**config.mk**
```make
export PLATFORM = sky130hd
export DESIGN_NAME = hp_slot_ctl
export DESIGN_NICKNAME = d
export VERILOG_FILES = /design/src/rtl/hp_slot_pkg.sv /design/src/rtl/hp_slot_state.sv /design/src/rtl/hp_irq_gen.sv /design/src/rtl/hp_slot_ctl.sv
export SDC_FILE = /design/constraint.sdc
export NUM_CORES = 1
export LEC_CHECK = 0
export ABC_CLOCK_PERIOD_IN_PS = 2200
export BUFFER_PORTS_ARGS = -buffer_cell sky130_fd_sc_hd__buf_2
export CORE_UTILIZATION = 40
export DETAILED_ROUTE_END_ITERATION = 7
export GPL_ROUTABILITY_DRIVEN = 1
export SYNTH_ARGS = -nofsm -noshare
export SYNTH_HDL_FRONTEND = slang
export SYNTH_HIERARCHICAL = 1
export SYNTH_SLANG_ARGS = --single-unit
```
**constraint.sdc**
```tcl
create_clock -name clk -period 2.2 [get_ports clk]
set_input_delay 0.22 -clock clk [delete_from_list [all_inputs] [get_ports clk]]
set_output_delay 0.22 -clock clk [all_outputs]
set_load 0.03 [all_outputs]
```
**src/rtl/hp_slot_pkg.sv**
```systemverilog
package hp_slot_pkg;
  // slot control bit positions
  localparam int C_BTN_EN     = 0;
  localparam int C_PDCHG_EN   = 3;
  localparam int C_CMD_EN     = 4;
  localparam int C_IRQ_EN     = 5;
  localparam int C_ATTN_LO    = 6;
  localparam int C_PWR_IND_LO = 8;
  localparam int C_PWR_OFF    = 10;
  localparam int C_LOCK_TGL   = 11;
  // slot status bit positions
  localparam int S_BTN      = 0;
  localparam int S_PDCHG    = 3;
  localparam int S_CMD_DONE = 4;
  localparam int S_PRESENT  = 6;
  localparam int S_LOCKED   = 7;

  localparam logic [1:0]  IND_OFF    = 2'b11;
  localparam logic [15:0] EVT_MASK   = 16'h0019;
  localparam logic [15:0] CTL_WMASK  = 16'h07F9;
  localparam logic [15:0] CTL_RST    = 16'h00C0;
  localparam logic [15:0] HOTADD_SET = 16'h0049;

  function automatic logic pending_f(input logic [15:0] ctl, input logic [15:0] sta);
    return ctl[C_IRQ_EN] && (|(ctl & sta & EVT_MASK));
  endfunction
endpackage

```
**src/rtl/hp_slot_state.sv**
```systemverilog
module hp_slot_state
  import hp_slot_pkg::*;
#(
  parameter int HALF_W = 16,
  localparam int LANES = HALF_W / 8
) (
  input  logic              clk,
  input  logic              rst,
  input  logic              ctl_wr,
  input  logic              sta_wr,
  input  logic [LANES-1:0]  ctl_be,
  input  logic [LANES-1:0]  sta_be,
  input  logic [2*HALF_W-1:0] wdata,
  input  logic              hot_add,
  input  logic              unplug_req,
  output logic [HALF_W-1:0] ctl_q,
  output logic [HALF_W-1:0] sta_q,
  output logic [HALF_W-1:0] ctl_nx,
  output logic [HALF_W-1:0] sta_nx,
  output logic              detach_o,
  output logic              busy_o
);
  logic [HALF_W-1:0] clr_lanes;
  logic              detach_n, busy_n;

  for (genvar g = 0; g < LANES; g++) begin : g_lane
    assign clr_lanes[g*8 +: 8] = {8{sta_be[g]}};
  end

  always_comb begin
    ctl_nx   = ctl_q;
    sta_nx   = sta_q;
    detach_n = 1'b0;
    busy_n   = 1'b0;
    if (sta_wr)
      sta_nx = sta_nx & ~(wdata[2*HALF_W-1:HALF_W] & EVT_MASK & clr_lanes);
    if (unplug_req)
      sta_nx[S_BTN] = 1'b1;
    if (hot_add) begin
      if (sta_q[S_LOCKED]) busy_n = 1'b1;
      else                 sta_nx = sta_nx | HOTADD_SET;
    end
    if (ctl_wr) begin
      for (int b = 0; b < LANES; b++)
        if (ctl_be[b])
          ctl_nx[b*8 +: 8] = (ctl_q[b*8 +: 8] & ~CTL_WMASK[b*8 +: 8]) |
                             (wdata[b*8 +: 8] & CTL_WMASK[b*8 +: 8]);
      if (ctl_be[C_LOCK_TGL/8] && wdata[C_LOCK_TGL])
        sta_nx[S_LOCKED] = ~sta_q[S_LOCKED];
      if (sta_nx[S_PRESENT] && ctl_nx[C_PWR_OFF] &&
          ctl_nx[C_PWR_IND_LO +: 2] == IND_OFF) begin
        sta_nx[S_PRESENT] = 1'b0;
        sta_nx[S_PDCHG]   = 1'b1;
        detach_n          = 1'b1;
      end
      sta_nx[S_CMD_DONE] = 1'b1;
    end
  end

  always_ff @(posedge clk) begin
    if (rst) begin
      ctl_q    <= CTL_RST;
      sta_q    <= '0;
      detach_o <= 1'b0;
      busy_o   <= 1'b0;
    end else begin
      ctl_q    <= ctl_nx;
      sta_q    <= sta_nx;
      detach_o <= detach_n;
      busy_o   <= busy_n;
    end
  end

  // every command leaves command-done set
  a_r4_cmd_done: assert property (@(posedge clk) disable iff (rst)
    ctl_wr |=> sta_q[S_CMD_DONE]);
  // a lock-toggle write flips the interlock
  a_r5_lock_flip: assert property (@(posedge clk) disable iff (rst)
    (ctl_wr && ctl_be[C_LOCK_TGL/8] && wdata[C_LOCK_TGL]) |=>
    (sta_q[S_LOCKED] != $past(sta_q[S_LOCKED])));
  // detach only with an absent, changed slot
  a_r6_detach_state: assert property (@(posedge clk) disable iff (rst)
    detach_o |-> (!sta_q[S_PRESENT] && sta_q[S_PDCHG]));
  // busy only after an interlocked state
  a_r9_busy_locked: assert property (@(posedge clk) disable iff (rst)
    busy_o |-> $past(sta_q[S_LOCKED]));
  // accepted hot-add sets its three bits
  a_r7_hot_add: assert property (@(posedge clk) disable iff (rst)
    (hot_add && !sta_q[S_LOCKED] && !ctl_wr) |=>
    (sta_q[S_PRESENT] && sta_q[S_PDCHG] && sta_q[S_BTN]));
endmodule

```
**src/rtl/hp_irq_gen.sv**
```systemverilog
module hp_irq_gen
  import hp_slot_pkg::*;
#(
  parameter int VEC_W  = 5,
  parameter int HALF_W = 16,
  localparam int MODE_BIT = 8
) (
  input  logic              clk,
  input  logic              rst,
  input  logic              cfg_wr,
  input  logic [1:0]        cfg_be,
  input  logic [15:0]       wdata,
  input  logic [HALF_W-1:0] ctl_nx,
  input  logic [HALF_W-1:0] sta_nx,
  output logic [VEC_W-1:0]  vec_o,
  output logic              mode_o,
  output logic              irq_level_o,
  output logic              notify_o
);
  logic [VEC_W-1:0] vec_n;
  logic             mode_n, pend_n, pend_q;

  always_comb begin
    vec_n  = (cfg_wr && cfg_be[0]) ? wdata[VEC_W-1:0] : vec_o;
    mode_n = (cfg_wr && cfg_be[1]) ? wdata[MODE_BIT]  : mode_o;
    pend_n = pending_f(ctl_nx, sta_nx);
  end

  always_ff @(posedge clk) begin
    if (rst) begin
      vec_o       <= '0;
      mode_o      <= 1'b0;
      pend_q      <= 1'b0;
      irq_level_o <= 1'b0;
      notify_o    <= 1'b0;
    end else begin
      vec_o       <= vec_n;
      mode_o      <= mode_n;
      pend_q      <= pend_n;
      irq_level_o <= !mode_n && pend_n;
      notify_o    <= mode_n && pend_n && !pend_q;
    end
  end

  // the message strobe never lasts two cycles
  a_r3_single_pulse: assert property (@(posedge clk) disable iff (rst)
    notify_o |=> !notify_o);
  // notify only in message mode
  a_r3_msg_mode: assert property (@(posedge clk) disable iff (rst)
    notify_o |-> mode_o);
endmodule

```
**src/rtl/hp_slot_ctl.sv**
```systemverilog
module hp_slot_ctl
  import hp_slot_pkg::*;
#(
  parameter int ADDR_W    = 2,
  parameter int VEC_W     = 5,
  parameter int SLOT_NUM  = 7,
  parameter int CFG_ADDR  = 0,
  parameter int SLOT_ADDR = 1,
  parameter int CAP_ADDR  = 2
) (
  input  logic              clk,
  input  logic              rst,
  input  logic              cfg_wr,
  input  logic              cfg_rd,
  input  logic [ADDR_W-1:0] cfg_addr,
  input  logic [31:0]       cfg_wdata,
  input  logic [3:0]        cfg_be,
  output logic [31:0]       cfg_rdata,
  input  logic              evt_hot_add,
  input  logic              evt_unplug_req,
  output logic              irq_level_o,
  output logic              msg_notify_o,
  output logic [VEC_W-1:0]  msg_vec_o,
  output logic              detach_o,
  output logic              busy_err_o
);
  localparam int HALF_W = 16;
  localparam logic [31:0] CAP_WORD = (32'(SLOT_NUM) << 19) | 32'h0002_0079;

  logic              slot_sel, cfg_sel, ctl_wr, sta_wr, mode;
  logic [HALF_W-1:0] ctl_q, sta_q, ctl_nx, sta_nx;
  logic [31:0]       rd_word;

  assign slot_sel = cfg_wr && (cfg_addr == ADDR_W'(SLOT_ADDR));
  assign cfg_sel  = cfg_wr && (cfg_addr == ADDR_W'(CFG_ADDR));
  assign ctl_wr   = slot_sel && (|cfg_be[1:0]);
  assign sta_wr   = slot_sel && (|cfg_be[3:2]);

  hp_slot_state #(.HALF_W(HALF_W)) u_state (
    .clk(clk), .rst(rst), .ctl_wr(ctl_wr), .sta_wr(sta_wr),
    .ctl_be(cfg_be[1:0]), .sta_be(cfg_be[3:2]), .wdata(cfg_wdata),
    .hot_add(evt_hot_add), .unplug_req(evt_unplug_req),
    .ctl_q(ctl_q), .sta_q(sta_q), .ctl_nx(ctl_nx), .sta_nx(sta_nx),
    .detach_o(detach_o), .busy_o(busy_err_o)
  );

  hp_irq_gen #(.VEC_W(VEC_W), .HALF_W(HALF_W)) u_irq (
    .clk(clk), .rst(rst), .cfg_wr(cfg_sel), .cfg_be(cfg_be[1:0]),
    .wdata(cfg_wdata[15:0]), .ctl_nx(ctl_nx), .sta_nx(sta_nx),
    .vec_o(msg_vec_o), .mode_o(mode), .irq_level_o(irq_level_o),
    .notify_o(msg_notify_o)
  );

  always_comb begin
    rd_word = '0;
    if (cfg_addr == ADDR_W'(CFG_ADDR)) begin
      rd_word[VEC_W-1:0] = msg_vec_o;
      rd_word[8]         = mode;
    end else if (cfg_addr == ADDR_W'(SLOT_ADDR)) begin
      rd_word = {sta_q, ctl_q};
    end else if (cfg_addr == ADDR_W'(CAP_ADDR)) begin
      rd_word = CAP_WORD;
    end
  end

  always_ff @(posedge clk) begin
    if (rst)         cfg_rdata <= '0;
    else if (cfg_rd) cfg_rdata <= rd_word;
  end

  // level needs the interrupt enable and level mode
  a_r2_level_gate: assert property (@(posedge clk) disable iff (rst)
    irq_level_o |-> (ctl_q[C_IRQ_EN] && !mode));
  // the lock-toggle bit is never held
  a_r5_tgl_zero: assert property (@(posedge clk) disable iff (rst)
    cfg_rd |=> !(($past(cfg_addr) == ADDR_W'(SLOT_ADDR)) && cfg_rdata[C_LOCK_TGL]));
endmodule

```
==> summary.md <==
| Metric | Value |
|---|---|
| Internal power | `1.782 mW` |
| Antenna-violating nets left | `0` |
| Actual slew at the worst max-slew pin | `0.5569 ns` |
| Via-per-instance ratio | `4.990` |
| Pleak | `1.402 nW` |
| Die footprint | `0.007032 mm^2` |
| First-pass DRT Iterations | `6` |
| Endpoints failing setup | `0` |
| Maximum number of pins on one net before global-route repair | `47` |
| Post-synthesis instance area | `0.002680 mm^2` |
| Post-CTS Hold Fix Bufs | `0` |
| Overall global routing resource usage | `16.86%` |
| Mean area per synthesized cell | `10.11 um^2` |
| Ports placed on the boundary | `85` |
| Area of the core | `0.006422 mm^2` |
| Violated checks | `DRC` |
| Switching share of power | `24.46%` |
| Wire length of the first global-routing pass | `9.177 mm` |
| Critical-path cell list | `buf_2 -> nor2b_1 -> o211a_1 -> nand2_4 -> mux2_4 -> a222oi_1 -> nor4bb_1` |
| Initial antenna violation count | `0` |
| CP top delay family | `compound AO/OA/AOI/OAI gates` |
| Unrepaired setup endpoints after global routing | `no` |
| Fin crit share | `76.18%` |
| Final HPWL from detailed placement | `3.775 mm` |
| Timing-limited maximum frequency | `596.7 MHz` |
| Pwr Density | `736.1 mW/mm^2` |
| Worst IR Drop VDD | `295.9 uV` |
| Wire length per cell after detailed routing | `13.84 um` |
| Synth-to-Final Area Change | `19.56%` |
| Final hold vios | `0` |
| Setup clock skew after layout | `0.009150 ns` |
| Number of instances in the synthesized netlist | `265` |
| Sum Neg Setup Slack | `0 ns` |
| Total CTS buffers | `9` |
| Standard-cell row count | `29` |
| Share of power burned in combinational logic | `11.3%` |
| Path class of the lowest-slack min-delay path | `in2reg` |
| Effective utilization at floorplan | `41.73%` |
| Buffer cell driving the clock tree root | `sky130_fd_sc_hd__clkbuf_8` |
| Cell count after placement | `395` |
| Worst slew margin relative to its limit | `62.87%` |
| DRC Markers | `8` |
| Post-Layout Cell Count | `411` |
| Warning count from the yosys run | `6` |
| Clock-pin slew on the worst setup and hold paths | `0.06 ns` |
| Clock Sink Count | `57` |
| Switching Power | `0.5769 mW` |
| Gpl congestion | `0.7600` |
| Die outline width | `83.86 um` |
| CP required | `2.39 ns` |
| Worst EP arrival | `1.87 ns` |
| GRT Residual Overflow | `0` |
| Kind of critical path | `in2reg` |
| Outcome | `finished with violations` |
| Critical Path Fanout Max | `6` |
| Final layout net count | `373` |
| H-tree levels | `3` |
| Clk pwr share | `43.0%` |
| Number of pins with negative max-slew slack in the final report | `0` |
| Die outline height | `83.86 um` |
| Total routed wirelength | `5.690 mm` |
| Via count of the first global-routing pass | `1845` |
| Fin crit period | `1.676 ns` |
| Initial detailed-routing violation count | `84` |
| Ant. Diodes | `0` |
| Delay of the slowest cell on the worst path | `0.55 ns` |
| CP Capture Type | `flip-flop` |
| Post_cts resized | `0` |
| Clk Latency, worst-skew pair | `0.33 ns` |
| Count of buffering cells on the critical path with inverters included | `1` |
| Deepest clock path buffer count | `2` |
| Cell with the largest stage delay on the worst path | `sky130_fd_sc_hd__a222oi_1` |
| Maxcap violations | `0` |
| Number of port buffers | `67` |
| Sequential power share | `45.8%` |
| Via count | `2051` |
| Setup crit start kind | `input port` |
| Clock tree from TritonCTS | `built` |
| Fraction of layout instances using a drive strength above 1 | `34.73%` |
| Post-CTS setup repair buffer count | `0` |
-- registers in the layout (all words and copies together) (netlist names), 5 cells and up --
signal / cells
u_state/sta_q: 5
u_irq/vec_o: 5
cfg_rdata: 32
u_state/ctl_q: 9
-- cells in the final DEF, fill, tap and decap left out, drive strengths merged, types with 2 or more instances in the layout --
cell / n
nand2: 3
mux2: 10
nand4b: 20
o2bb2ai: 3
a311oi: 9
nand3b: 9
a21bo: 6
and3: 2
buf: 73
nor2b: 2
nand2b: 24
nand3: 10
mux2i: 3
a21oi: 28
conb: 18
nor2: 12
dfxtp: 57
clkbuf: 14
and2: 10
o211a: 3
o21bai: 3
-- tightest hold or removal path: cells and delay by family --
| kind | cells | cell delay [ns] |
|---|---|---|
| AND/OR/NAND/NOR | 1 | 0.05 |
| buffers and inverters | 1 | 0.10 |
| AO/OA/AOI/OAI | 1 | 0.05 |
-- per-layer routing --
metal | share of wire (%) | GRT usage [%]
met4 | 0.76 | 8.934
met2 | 41 | 22.80
met5 | 0 | 0
met1 | 55 | 24.34
met3 | 3.5 | 4.154
-- power by group through the flow --
stage                     Sequential, mW  Combinational, mW  Clock (mW)
after floorplan                     1.14              0.163           0
after global placement              1.10              0.265           0
after detailed placement            1.10              0.266           0
after CTS                           1.08              0.267        1.04
after global routing                1.08              0.289        1.09
final                               1.08              0.266        1.01
-- final timing paths --
check | from | end | slack, ns | cells after the start
max | cfg_addr[1] | u_irq/irq_level_o | 0.52 | 7
min | cfg_wdata[2] | u_irq/vec_o[2] | 0.14 | 3
max reg2reg | u_state/ctl_q[10] | u_irq/irq_level_o | 0.53 | 5
min reg2reg | u_irq/pend_q | u_irq/notify_o | 0.41 | 1
-- cell type report --
cell class              instances  area [um^2]
clock buffers                  14        172.7
clock inverters                 2        35.03
fillers                       631         3218
inverters                       1        3.754
multi-input cells             187         1363
flip-flops and latches         57         1141
well taps                      77        96.34
repair buffers                 73        392.9
-- metrics by stage --
step           utilization (%)  hold slack (ns)  setup WS (ns)  area (um^2)  power, mW
2_1_floorplan                -           0.2891         0.3282         2744      1.307
3_3_place_gp             46.66           0.3970         0.2291         2997      1.367
3_5_place_dp             46.66           0.3946         0.1849         2997      1.368
4_1_cts                  49.89           0.1276         0.5228         3204      2.389
5_1_grt                  49.89           0.1385         0.3814         3204      2.463
6_report                 49.89           0.1438         0.5241         3204      2.359
No activity file was read; power rests on OpenSTA's default activity.
